<file path="src/rtl/addr_spec_pkg.sv">
package addr_spec_pkg;

  typedef enum logic [2:0] {
    ST_IDLE,
    ST_SPEC,
    ST_SIB,
    ST_DISP,
    ST_IMM,
    ST_CALC
  } parse_st_t;

  // decoded view of the specifier byte
  typedef struct packed {
    logic       reg_op;
    logic       has_sib;
    logic       base_en;
    logic [2:0] disp_len;
  } spec_info_t;

  // decoded view of the scaled-index byte
  typedef struct packed {
    logic       base_en;
    logic       index_en;
    logic       disp_force32;
  } sib_info_t;

  function automatic logic [31:0] sext8(input logic [7:0] b);
    return {{24{b[7]}}, b};
  endfunction

  function automatic logic [31:0] scaled(input logic [31:0] v, input logic [1:0] sc);
    return v << sc;
  endfunction

  function automatic logic [31:0] disp_value(input logic [31:0] raw, input logic [2:0] len);
    return (len == 3'd1) ? sext8(raw[7:0]) : raw;
  endfunction

  function automatic logic [2:0] imm_bytes(input logic [1:0] sel, input int nb);
    if (sel[1]) return 3'(nb);
    if (sel[0]) return 3'd1;
    return 3'd0;
  endfunction

endpackage

</file>
<file path="src/rtl/as_spec_dec.sv">
module as_spec_dec
  import addr_spec_pkg::*;
#(
  parameter int NB = 4
) (
  input  logic [7:0] spec,
  output spec_info_t info
);
  logic [1:0] md;
  logic [2:0] rm;

  always_comb begin
    md = spec[7:6];
    rm = spec[2:0];
    info.reg_op  = (md == 2'd3);
    info.has_sib = (md != 2'd3) && (rm == 3'd4);
    info.base_en = !((md == 2'd0) && (rm == 3'd5));
    unique case (md)
      2'd0:    info.disp_len = (rm == 3'd5) ? 3'(NB) : 3'd0;
      2'd1:    info.disp_len = 3'd1;
      2'd2:    info.disp_len = 3'(NB);
      default: info.disp_len = 3'd0;
    endcase
  end
endmodule

</file>
<file path="src/rtl/as_sib_dec.sv">
module as_sib_dec
  import addr_spec_pkg::*;
(
  input  logic [7:0] sib,
  input  logic [1:0] md,
  output sib_info_t  info
);
  always_comb begin
    info.index_en     = (sib[5:3] != 3'd4);
    info.disp_force32 = (md == 2'd0) && (sib[2:0] == 3'd5);
    info.base_en      = !info.disp_force32;
  end
endmodule

</file>
<file path="src/rtl/as_ea_unit.sv">
module as_ea_unit
  import addr_spec_pkg::*;
(
  input  logic        reg_op,
  input  logic        base_en,
  input  logic [31:0] base_val,
  input  logic        index_en,
  input  logic [31:0] index_val,
  input  logic [1:0]  scale,
  input  logic [31:0] disp_raw,
  input  logic [2:0]  disp_len,
  output logic [31:0] ea
);
  logic [31:0] b_term, i_term, d_term;

  always_comb begin
    b_term = base_en  ? base_val : 32'd0;
    i_term = index_en ? scaled(index_val, scale) : 32'd0;
    d_term = disp_value(disp_raw, disp_len);
    ea     = reg_op ? 32'd0 : (b_term + i_term + d_term);
  end
endmodule

</file>
<file path="src/rtl/addr_spec_parser.sv">
module addr_spec_parser
  import addr_spec_pkg::*;
#(
  parameter int MAX_LEN = 17,
  parameter int PRE_W   = 4,
  parameter int ADDR_W  = 32
) (
  input  logic              clk,
  input  logic              rst_n,
  input  logic              start,
  input  logic              op_wide,
  input  logic [1:0]        imm_sel,
  input  logic [PRE_W-1:0]  pre_len,
  input  logic              in_valid,
  input  logic [7:0]        in_byte,
  output logic              in_ready,
  output logic [2:0]        rf_base_sel,
  input  logic [ADDR_W-1:0] rf_base_val,
  output logic [2:0]        rf_index_sel,
  input  logic [ADDR_W-1:0] rf_index_val,
  output logic              done,
  output logic [ADDR_W-1:0] ea,
  output logic              is_reg_op,
  output logic [3:0]        reg_code,
  output logic [3:0]        rm_code,
  output logic [ADDR_W-1:0] imm_val,
  output logic [4:0]        byte_count,
  output logic              len_err
);
  localparam int NB      = ADDR_W / 8;
  localparam int MAX_TOT = (1 << PRE_W) + 1 + 2 * NB;
  localparam int CNT_W   = $clog2(MAX_TOT + 1);

  parse_st_t         st;
  logic              w_q;
  logic [2:0]        imm_len_q, disp_len_q, idx_q;
  logic [PRE_W-1:0]  pre_q;
  logic [CNT_W-1:0]  cnt_q;
  logic [7:0]        spec_q, sib_q;
  logic              has_sib_q, reg_op_q, base_en_q, index_en_q;
  logic [ADDR_W-1:0] disp_q, imm_q;

  spec_info_t spec_i;
  sib_info_t  sib_i;
  logic [ADDR_W-1:0] ea_calc;
  logic [CNT_W-1:0]  total;

  // named events for the checker
  logic accept, sib_taken, in_calc;

  assign in_ready  = (st == ST_SPEC) || (st == ST_SIB) || (st == ST_DISP) || (st == ST_IMM);
  assign accept    = in_valid && in_ready;
  assign sib_taken = accept && (st == ST_SIB);
  assign in_calc   = (st == ST_CALC);
  assign total     = CNT_W'(pre_q) + cnt_q;

  as_spec_dec #(.NB(NB)) u_spec (.spec(in_byte), .info(spec_i));
  as_sib_dec u_sib (.sib(in_byte), .md(spec_q[7:6]), .info(sib_i));

  assign rf_base_sel  = has_sib_q ? sib_q[2:0] : spec_q[2:0];
  assign rf_index_sel = sib_q[5:3];

  as_ea_unit u_ea (
    .reg_op   (reg_op_q),
    .base_en  (base_en_q),
    .base_val (rf_base_val),
    .index_en (index_en_q),
    .index_val(rf_index_val),
    .scale    (sib_q[7:6]),
    .disp_raw (disp_q),
    .disp_len (disp_len_q),
    .ea       (ea_calc)
  );

  function automatic parse_st_t after_addr(input logic [2:0] dl, input logic [2:0] il);
    if (dl != 3'd0) return ST_DISP;
    if (il != 3'd0) return ST_IMM;
    return ST_CALC;
  endfunction

  always_ff @(posedge clk or negedge rst_n) begin
    if (!rst_n) begin
      st         <= ST_IDLE;
      w_q        <= 1'b0;
      imm_len_q  <= '0;
      disp_len_q <= '0;
      idx_q      <= '0;
      pre_q      <= '0;
      cnt_q      <= '0;
      spec_q     <= '0;
      sib_q      <= '0;
      has_sib_q  <= 1'b0;
      reg_op_q   <= 1'b0;
      base_en_q  <= 1'b0;
      index_en_q <= 1'b0;
      disp_q     <= '0;
      imm_q      <= '0;
      done       <= 1'b0;
      ea         <= '0;
      is_reg_op  <= 1'b0;
      reg_code   <= '0;
      rm_code    <= '0;
      imm_val    <= '0;
      byte_count <= '0;
      len_err    <= 1'b0;
    end else begin
      done <= 1'b0;
      if (accept) cnt_q <= cnt_q + 1'b1;
      unique case (st)
        ST_IDLE: if (start) begin
          w_q        <= op_wide;
          imm_len_q  <= imm_bytes(imm_sel, NB);
          pre_q      <= pre_len;
          cnt_q      <= '0;
          idx_q      <= '0;
          disp_q     <= '0;
          imm_q      <= '0;
          sib_q      <= '0;
          has_sib_q  <= 1'b0;
          index_en_q <= 1'b0;
          st         <= ST_SPEC;
        end
        ST_SPEC: if (accept) begin
          spec_q     <= in_byte;
          reg_op_q   <= spec_i.reg_op;
          has_sib_q  <= spec_i.has_sib;
          base_en_q  <= spec_i.base_en;
          disp_len_q <= spec_i.disp_len;
          if (spec_i.has_sib) st <= ST_SIB;
          else                st <= after_addr(spec_i.disp_len, imm_len_q);
        end
        ST_SIB: if (accept) begin
          sib_q      <= in_byte;
          index_en_q <= sib_i.index_en;
          base_en_q  <= sib_i.base_en;
          if (sib_i.disp_force32) begin
            disp_len_q <= 3'(NB);
            st         <= ST_DISP;
          end else begin
            st <= after_addr(disp_len_q, imm_len_q);
          end
        end
        ST_DISP: if (accept) begin
          disp_q[{idx_q, 3'b000} +: 8] <= in_byte;
          if (idx_q == disp_len_q - 3'd1) begin
            idx_q <= '0;
            st    <= (imm_len_q != 3'd0) ? ST_IMM : ST_CALC;
          end else begin
            idx_q <= idx_q + 3'd1;
          end
        end
        ST_IMM: if (accept) begin
          imm_q[{idx_q, 3'b000} +: 8] <= in_byte;
          if (idx_q == imm_len_q - 3'd1) begin
            idx_q <= '0;
            st    <= ST_CALC;
          end else begin
            idx_q <= idx_q + 3'd1;
          end
        end
        ST_CALC: begin
          done       <= 1'b1;
          ea         <= ea_calc;
          is_reg_op  <= reg_op_q;
          reg_code   <= {~w_q, spec_q[5:3]};
          rm_code    <= {~w_q, spec_q[2:0]};
          imm_val    <= imm_q;
          byte_count <= 5'(total);
          len_err    <= (total > CNT_W'(MAX_LEN));
          st         <= ST_IDLE;
        end
        default: st <= ST_IDLE;
      endcase
    end
  end
endmodule

</file>
<file path="config.mk">
export PLATFORM = sky130hd
export DESIGN_NAME = addr_spec_parser
export DESIGN_NICKNAME = d
export VERILOG_FILES = /design/src/rtl/addr_spec_pkg.sv /design/src/rtl/as_spec_dec.sv /design/src/rtl/as_sib_dec.sv /design/src/rtl/as_ea_unit.sv /design/src/rtl/addr_spec_parser.sv
export SDC_FILE = /design/constraint.sdc
export NUM_CORES = 1
export LEC_CHECK = 0
export BUFFER_PORTS_ARGS = -buffer_cell sky130_fd_sc_hd__buf_2
export CORE_ASPECT_RATIO = 0.8
export CORE_MARGIN = 4
export CORE_UTILIZATION = 30
export DETAILED_ROUTE_END_ITERATION = 6
export PLACE_DENSITY = 0.48
export SLEW_MARGIN = 25
export SYNTH_ARGS = -nofsm -noshare
export SYNTH_HDL_FRONTEND = slang
export SYNTH_SLANG_ARGS = --single-unit
</file>
<file path="constraint.sdc">
create_clock -name clk -period 5 [get_ports clk]
set_input_delay 0.25 -clock clk [delete_from_list [all_inputs] [get_ports clk]]
set_output_delay 0.25 -clock clk [all_outputs]
set_load 0.02 [all_outputs]
</file>
* After elaboration in Yosys (flattened, before gate mapping)
Cells that the tools add are included.
Storage, ports and cells: flip-flop bits (word level) 186, input bits 83, output and inout port bits 87, logic and storage cells 176
Operators by class: add/sub/neg operators 8, magnitude comparators 1, equality and inequality tests 23, shifts and indexed selects 3, mux-type cells 86, bitwise logic cells 1, reductions and logical operators 31
Operator list (count):
- two-way mux 32 bit | 7
- one-hot mux 32 bit (2 select lines) | 2
- two-way mux 3 bit | 31
- adder 32 bit | 2
- bitwise mux 32 bit | 2
- variable shift 8 x 8 -> 32 bit, first input constant | 1
- indexed part select 8 x 8 -> 32 bit | 1
- left shift 32 x 2 -> 32 bit | 1
- two-way mux 1 bit | 31
- one-hot mux 3 bit (3 select lines) | 2
- two-way mux 8 bit | 2
- one-hot mux 8 bit (2 select lines) | 1
- two-way mux 5 bit | 3
- one-hot mux 3 bit (5 select lines) | 1
- AND reduction 3 bit | 5
- inequality test 2 bit, second input constant | 7
- == test 3 bit, second input constant | 4
- nonzero test 3 bit | 4
- nonzero test 2 bit | 5
- negation 6 -> 8 bit | 1
- AND reduction 4 bit | 2
- AND reduction 7 bit | 1
- == test 3 x 1 -> 1 bit, second input constant | 2
- == test 3 x 2 -> 1 bit, second input constant | 2
- 19 further kinds | 33

* Longest topological paths before layout
Gate-level depths: netlist of run 1.
word-level depth 17, gate-level depth with buffers 17, mapped depth without buffers 14

* Cells and area by module
A second synthesis of run 1 with hierarchy kept.
Second synthesis, totals: cell total of the unflattened synthesis 1404, area, all modules 11892.7 sq um
By module, submodules not included:
- addr_spec_parser | times used 1, cells an instance 831, area each 7888.8 sq um, seq. area each 4604.4 sq um
- as_ea_unit | times used 1, cells an instance 559, area each 3910.0 sq um, seq. area each 0.0 sq um
- as_spec_dec | times used 1, cells an instance 9, area each 61.3 sq um, seq. area each 0.0 sq um
- as_sib_dec | times used 1, cells an instance 5, area each 32.5 sq um, seq. area each 0.0 sq um

* Worst setup path after synthesis of run 1
No wires, ideal clock.
kind register -> register, start point register sib_q[6], end point register ea[28], library setup time 0.129 ns, arrival time 3.708 ns, data required time 4.871 ns, setup slack 1.163 ns, cell stages (with the launch flop) 14, path buffers 2, period minus slack after synthesis 3.837 ns, cells stage by stage dfrtp_1 -> clkbuf_1 -> buf_2 -> mux4_2 -> and2_1 -> fa_1 -> ha_1 -> a21oi_1 -> o21ai_1 -> a211oi_4 -> o2111ai_1 -> a311oi_1 -> xor2_1 -> o21ai_1
Between the ends: cells in the longest elaborated chain, start to end 5
RTL lines:
- start, declared | RTL line addr_spec_parser.sv:39 | logic [7:0] spec_q, sib_q;
- start signal, assigned | RTL line addr_spec_parser.sv:133 | sib_q <= in_byte;
- left shift 32 x 2 -> 32 bit | RTL line addr_spec_pkg.sv:32 | return v << sc;
- two-way mux 32 bit | RTL line as_ea_unit.sv:18 | i_term = index_en ? scaled(index_val, scale) : 32'd0;
- adder 32 bit (2 in series) | RTL line as_ea_unit.sv:20 | ea = reg_op ? 32'd0 : (b_term + i_term + d_term);
- two-way mux 32 bit | RTL line as_ea_unit.sv:20
- end signal, assigned | RTL line addr_spec_parser.sv:163 | ea <= ea_calc;
- end, declared | RTL line addr_spec_parser.sv:22 | output logic [ADDR_W-1:0] ea,
Every way passes these cells. A chain may end at the register's enable or synchronous reset.

* Final worst setup path of run 1
start point register disp_len_q[0], end point register ea[28]
Between the ends: cells in the longest elaborated chain, start to end 4
RTL lines:
- start, declared | RTL line addr_spec_parser.sv:36 | logic [2:0] imm_len_q, disp_len_q, idx_q;
- start signal, assigned | RTL line addr_spec_parser.sv:128 | disp_len_q <= spec_i.disp_len;
- start signal, assigned | RTL line addr_spec_parser.sv:137 | disp_len_q <= 3'(NB);
- == test 3 x 1 -> 1 bit | RTL line addr_spec_pkg.sv:36 | return (len == 3'd1) ? sext8(raw[7:0]) : raw;
- two-way mux 32 bit | RTL line addr_spec_pkg.sv:36
- adder 32 bit | RTL line as_ea_unit.sv:20
- two-way mux 32 bit | RTL line as_ea_unit.sv:20
Every way passes these cells.

==> run metrics, run 1 <==
Port Buf Inserts 169; stages on the worst setup path 13; post-route clock skew 0.01002 ns; Synth area leader dfrtp_1; die outline height 181.2 µm; Crit Path Class flip-flop to flip-flop; largest family of logic cells by synthesized area compound AO/OA/AOI/OAI gates; crit-path cells ha_1, inv_1, a21oi_1, fa_1, inv_1, ha_1, a21oi_1, o21ai_1, a211oi_4, o2111ai_1, a311oi_1, xor2_1, o21ai_1; FF-to-FF path depth 13; max cap viols 0; M1 WL 17380 µm; CTS Buffer Depth 2; drt pass-1 iters 5; delay-heaviest family, CP compound AO/OA/AOI/OAI gates; htree depth 4; multi-input logic area 0.006041 mm²; share of post-route cells with drive strength above 1 0.2494; # rows 63; fin. max-slew vios 0; Fillers 3828; Die Area 0.04068 mm²; Post-synth ARST share 1.000; worst relative slew slack 0.3737; Hold WC Path Type primary input to flip-flop; Tot Pwr 7.129 mW; RR Startpoint disp_len_q[0]; power per cell area 545.4 mW/mm²; Synth Area per Inst 10.11 µm²; cells after synthesis 1113; WP data required 5.31 ns; fraction of the mapped netlist area in adder cells 0.1043; Synth Area in Simple Gates 0.1201; Synth Cell Area 0.01125 mm²; clock tree sinks 183; Lkg Pwr 6.314 nW; post-synthesis cell type count 73; Fin. Hold Viols 0; sequential area share after synthesis 0.4071; metal3 WL 1909 µm; status finished, final reports clean; Crit path arrival time 4.58 ns; crit path capture ea[28]; met2 wire length 14940 µm; Starting DRT DRC Count 775; CP peak stage delay 0.57 ns; storage element area 0.004581 mm²; Residual DRC 0; RSZ-0062 raised after global routing false; pin count of the biggest net entering global routing 100; CP Launch Point disp_len_q[0]; gr ovfl total 0; Clock Pin Slew Worst Setup and Hold Paths 0.08 ns; GPL Wtd Cong 0.9010; Period Utilization, post-route 0.8537; die width 224.5 µm; Clock Latency Late Sink 0.44 ns; xor/xnor share of the synthesized area 0.02725; VDD IR max 0.2543 mV; Post-synth EDFFs 0; WP buf/inv 2; via count 8866; hold_ws 0.03361 ns; vias in the first global route 8854; CTS resizes 0; TritonCTS clock tree done; core box area 0.03705 mm²; Synth Flop Type dfrtp_1; Final HPWL DP 25710 µm; reg2reg setup slack 0.73 ns; drt total wl 34670 µm; setup violators final 0; startpoint types flip-flop; cts bufs inserted 17; Syn. warnings 0; #FFs+latches synth 183; CP endpoint kind flip-flop; WL per Instance 19.92 µm; Synth Area in Compound Gates 0.1791; hold_sp pre_len[1]; Starting Density 0.3036; Syn Nets 1270; Final min period 4.268 ns; max layer used met5; vias per cell 5.095; post-synthesis mux area share 0.1058; slowest CP cell fa_1; io pins 170; Overall Global Routing Usage 0.1711; worst slew pin tran 0.9385 ns; antenna-violating nets left 0; clock root cell clkbuf_16; area delta synth->final 16.20%; Synth top area share 0.4071; fmax 234.3 MHz; initial antenna violation count 4; Final nets 1395; CP Max Fanout 24; first-pass GRT wire length 54320 µm; Setup Total Neg Slack 0 ns; reg-to-reg endpoint ea[28]; Synth area leaders dfrtp_1 (41%), fa_1 (5.9%), mux4_2 (5.6%)
==> worst min-delay path by stage <==
| stage | to | slack (ns) | cells past startpoint |
|---|---|---|---|
| after CTS | pre_q[1] | 0.02 | 3 |
| final | pre_q[1] | 0.03 | 3 |
| after detailed placement | imm_val[19] | 0.42 | 1 |
| after global routing | pre_q[1] | 0.02 | 3 |
| after global placement | imm_val[20] | 0.41 | 1 |
| after floorplan | base_en_q | -0.05 | 0 |
==> synth_stat cells, types with 15 or more instances <==
cell and count:
inv_1 75, a22o_1 56, and2_1 17, fa_1 33
dfrtp_1 183, a21oi_1 61, nand3_1 15, xor2_1 24
mux2_2 47, o21ai_1 17, o21ai_0 76, clkbuf_1 48
ha_1 41, nand2_1 164, nor2_1 38, mux4_2 28
==> what timing repair did <==
item | 4_1_cts | 5_1_grt
buffers inserted | 0 | 0
endpoints found under the hold margin | 97 | 0
hold buffers | 1 | 0
==> layout by cell type (no fill, tap or decap), types with 5 or more instances in the layout <==
cell type    n
nor3_1       6
a211oi_1     9
o21ai_0     76
inv_1       75
dfrtp_1    182
nand4_1      8
a21oi_1     61
nor2_1      38
o22ai_1      5
buf_4       10
nand2b_1    11
clkbuf_16   17
buf_2      168
nand3_1     15
o21a_1       7
fa_1        33
a22o_1      56
xor2_1      24
ha_1        41
mux4_2      28
o21ai_1     17
o31ai_1      5
and2_1      17
nand2_1    164
mux2_2      47
a21o_1      14
xnor2_1     11
nor2b_1      9
==> worst reg2reg max path: cells and delay by family, from the launching register on <==
kind,cells,cell delay [ns]
flops,1,0.43
fa+ha+maj,3,1.18
buf+inv,2,0.59
xor+xnor,1,0.17
compound gates,7,1.79
==> layer usage <==
metal / up-vias / global-route usage
li1: 4170 / -
met2: 257 / 0.2509
met3: 25 / 0.03184
met5: - / 0
met4: 4 / 0.03381
met1: 4410 / 0.2636
==> kinds of logic (layout without fill, tap and decap cells) <==
kind of cell               count (synthesis)  count (layout)
AOI/OAI and AO/OA                        298             298
and+or+nand+nor                          296             296
DFF                                      183             183
buffers and inverters                    149             287
muxes                                     78              78
adders and majority gates                 74              74
xor gates and xnor gates                  35              35
other                                      0               2
==> area by class of cell <==
| type | instances | share of cell area |
|---|---|---|
| diodes | 2 | 0.0003828 |
| clock buffers | 17 | 0.03254 |
| clock inverters | 15 | 0.01455 |
| inverters | 75 | 0.02154 |
| multi-input cells | 781 | 0.4621 |
| flip-flops and latches | 183 | 0.3504 |
| well taps | 487 | 0.04661 |
| repair buffers | 180 | 0.07188 |
==> stage by stage <==
| stage | cells | area, µm² | worst slack [ns] | utilization |
|---|---|---|---|---|
| after floorplan | 1113 | 11250 | 1.163 | - |
| after global placement | 1705 | 12440 | 0.7915 | 0.3358 |
| after CTS | 1738 | 13070 | 0.7504 | 0.3527 |
| after global routing | 1739 | 13070 | 0.4246 | 0.3528 |
| after detailed placement | 1705 | 12440 | 0.7633 | 0.3358 |
| final | 1740 | 13070 | 0.7316 | 0.3529 |
==> state kept, by name, indices dropped and copies added (netlist names), 4 cells and up <==
register	cells
imm_val	32
byte_count	5
cnt_q	5
disp_q	32
reg_code	4
pre_q	4
sib_q	8
imm_q	32
spec_q	8
ea	32
==> where the power goes <==
part	total [mW]	internal [mW]	switching, mW
Sequential	2.18	1.85	0.334
Combinational	3.49	1.32	2.17
Clock	1.46	0.765	0.693
(Power assumes the default switching activity.)
==> run 2: changes to the inputs <==
SYNTH_HIERARCHICAL = 1   (was unset)
==> run 2 against run 1 <==
Critical path depth is 1 higher. Cell area increased by 5.5%. Synthesized cell count is 26% higher. Largest power group unchanged.
==> run metrics, run 2 <==
status finished, final reports clean (unchanged); Crit path arrival time 4.59 ns (was 4.58 ns); htree depth 4 (unchanged); # rows 64 (was 63); core box area 0.03868 mm² (was 0.03705 mm²); Residual DRC 0 (unchanged); crit-path cells nor4bb_4, buf_4, a21oi_1, fa_1, inv_1, ha_1, a21oi_1, o221ai_2, a311oi_2, o21ai_0, a41oi_1, mux2_1, nand2_1, nand2_1 (was ha_1, inv_1, a21oi_1, fa_1, inv_1, ha_1, a21oi_1, o21ai_1, a211oi_4, o2111ai_1, a311oi_1, xor2_1, o21ai_1); post-layout util 0.3567 (was 0.3529); CTS Buffer Depth 2 (unchanged); setup violators final 0 (unchanged); Period Utilization, post-route 0.8497 (was 0.8537); TritonCTS clock tree done (unchanged); post-synthesis cell type count 84 (was 73); placed cells 2030 (was 1705); post-route clock skew 0.01212 ns (was 0.01002 ns); Hold WC Path Type primary input to flip-flop (unchanged); clock tree sinks 184 (was 183); area delta synth->final 15.99% (was 16.20%); Lkg Pwr 6.853 nW (was 6.314 nW); Die Area 0.04291 mm² (was 0.04068 mm²); Final min period 4.249 ns (was 4.268 ns); slowest CP cell nor4bb_4 (was fa_1); Clock Latency Late Sink 0.45 ns (was 0.44 ns); Synth top area share 0.3872 (was 0.4071); #FFs+latches synth 184 (was 183); io pins 170 (unchanged); vias per cell 4.840 (was 5.095); Synth Cell Area 0.01189 mm² (was 0.01125 mm²); GRT met1 Usage 0.2454 (was 0.2636); cts bufs inserted 17 (unchanged); Synth Flop Type dfrtp_1 (unchanged); clock root cell clkbuf_16 (unchanged); Non-Filler Instances 2071 (was 1740); die width 230.6 µm (was 224.5 µm); Overall Global Routing Usage 0.1743 (was 0.1711); Crit Path Class flip-flop to flip-flop (unchanged); power per cell area 545.7 mW/mm² (was 545.4 mW/mm²); cells after synthesis 1404 (was 1113); Starting DRT DRC Count 744 (was 775); initial antenna violation count 15 (was 4); Synth area leaders dfrtp_1 (39%), nand2_1 (13%), fa_1 (5.6%) (was dfrtp_1 (41%), fa_1 (5.9%), mux4_2 (5.6%)); Fin. Hold Viols 0 (unchanged); fin. max-slew vios 0 (unchanged); CP endpoint kind flip-flop (unchanged); WL per Instance 17.61 µm (was 19.92 µm); worst relative slew slack 0.3368 (was 0.3737); GPL Wtd Cong 0.8854 (was 0.9010); Setup Total Neg Slack 0 ns (unchanged); Post-synth ARST share 1.000 (unchanged); sequential area share after synthesis 0.3872 (was 0.4071); antenna-violating nets left 0 (unchanged); Starting Density 0.3075 (was 0.3036); RSZ-0062 raised after global routing false (unchanged); share of post-route cells with drive strength above 1 0.1853 (was 0.2494); gr ovfl total 0 (unchanged); CP Max Fanout 13 (was 24); top cells by count, synth nand2_1 (400), dfrtp_1 (184), inv_1 (86) (was dfrtp_1 (183), nand2_1 (164), o21ai_0 (76)); CP peak stage delay 0.75 ns (was 0.57 ns); Tot Pwr 7.528 mW (was 7.129 mW); count leader, synth nand2_1 (was dfrtp_1); final worst slack 0.7514 ns (was 0.7316 ns); first-pass GRT wire length 58680 µm (was 54320 µm); startpoint types flip-flop (unchanged); fmax 235.4 MHz (was 234.3 MHz); Synth area leader dfrtp_1 (unchanged); Synth Area per Inst 8.471 µm² (was 10.11 µm²); Clock Pin Slew Worst Setup and Hold Paths 0.08 ns (about the same); VDD IR max 0.2542 mV (was 0.2543 mV); pin count of the biggest net entering global routing 109 (was 100); grt peak-use layer met2 (was met1); vias in the first global route 10.10k (was 8854); most frequent cells in the layout nand2_1 (400), dfrtp_1 (183), buf_2 (168) (was dfrtp_1 (182), buf_2 (168), nand2_1 (164)); via count 10.02k (was 8866); max cap viols 0 (unchanged); Post-synth EDFFs 0 (unchanged); drt total wl 36460 µm (was 34670 µm); most common cell after layout, fill and taps aside nand2_1 (was dfrtp_1); Syn. warnings 6 (was 0); Syn Nets 1563 (was 1270); Final HPWL DP 26910 µm (was 25710 µm); CTS resizes 0 (unchanged); WP data required 5.35 ns (was 5.31 ns); GRT met3 Usage 0.04774 (was 0.03184); Final nets 1684 (was 1395); Place WS 0.7806 ns (was 0.7633 ns); GRT met2 Usage 0.2679 (was 0.2509); worst slew pin tran 0.9881 ns (was 0.9385 ns); Port Buf Inserts 169 (unchanged); drt pass-1 iters 5 (unchanged); die outline height 186.1 µm (was 181.2 µm)
==> run 2: changes by cell type after synthesis, moves of 24 or more <==
cell / before / now
mux4_2: 28 / 0
a22o_1: 56 / 16
mux2_2: 47 / 23
mux2i_1: 3 / 29
nand2_1: 164 / 400
nand3_1: 15 / 63
==> run 2: final timing paths <==
check	from	slack, ns	cells past startpoint	endpoint
max reg2reg	disp_len_q[0]	0.75	14	ea[29]
max	disp_len_q[0]	0.75	14	ea[29]
min in group asynchronous	rst_n	0.46	2	imm_val[9]
max in group asynchronous	rst_n	3.42	3	imm_val[28]
min reg2reg	w_q	0.47	1	reg_code[3]
min	pre_len[0]	0.03	2	pre_q[0]
==> run 2: final cells by class <==
cell class                      instances  area (µm²)
Inverter                               86       322.8
Fill cell                            4064       24880
Clock inverter                         13       152.6
Antenna cell                            5       12.51
Tap cell                              528       660.6
Multi-Input combinational cell       1049        6588
Timing Repair Buffer                  187       999.7
Sequential cell                       184        4606
Clock buffer                           19       452.9
==> run 2: critical path: cells and delay by family (launching register included) <==
family	cells	cell delay, ns
AOI/OAI and AO/OA	6	1.22
adders and majority gates	2	0.90
buffers and inverters	2	0.35
DFF	1	0.44
muxes	1	0.35
and+or+nand+nor	3	0.86
==> run 2: routing by layer <==
layer / share of wire / routed length, µm
met5: 0.0033 / 119
met4: 0.017 / 631
met3: 0.059 / 2164
met2: 0.44 / 15890
met1: 0.48 / 17650
==> run 2: per-stage QoR <==
stage | hold WS (ns) | instance area, µm²
after detailed placement | 0.4420 | 13130
final | 0.03287 | 13790
after floorplan | -0.04559 | 11890
after global routing | 0.02222 | 13790
after CTS | 0.005261 | 13780
after global placement | 0.4316 | 13130
==> run 2: cell families after synthesis <==
group	Yosys count	synth area share
buf+inv	171	0.06070
fa+ha+maj	76	0.1008
simple gates	633	0.2390
mux	54	0.04808
xor+xnor	30	0.02273
other cells	1	0.0003153
flops	184	0.3872
compound gates	255	0.1412
==> run 2: repair_timing <==
item	in CTS	in global routing
buffers inserted	0	0
hold endpoints to repair	105	0
hold buffers	4	0
==> run 2: where the power goes <==
| group | total (mW) | internal, mW | leakage, nW | switching (mW) |
|---|---|---|---|---|
| registers | 2.27 | 1.90 | 2.45 | 0.377 |
| clock network | 1.43 | 0.742 | 0.298 | 0.690 |
| logic | 3.82 | 1.39 | 4.11 | 2.43 |
| total | 7.53 | 4.03 | 6.85 | 3.50 |
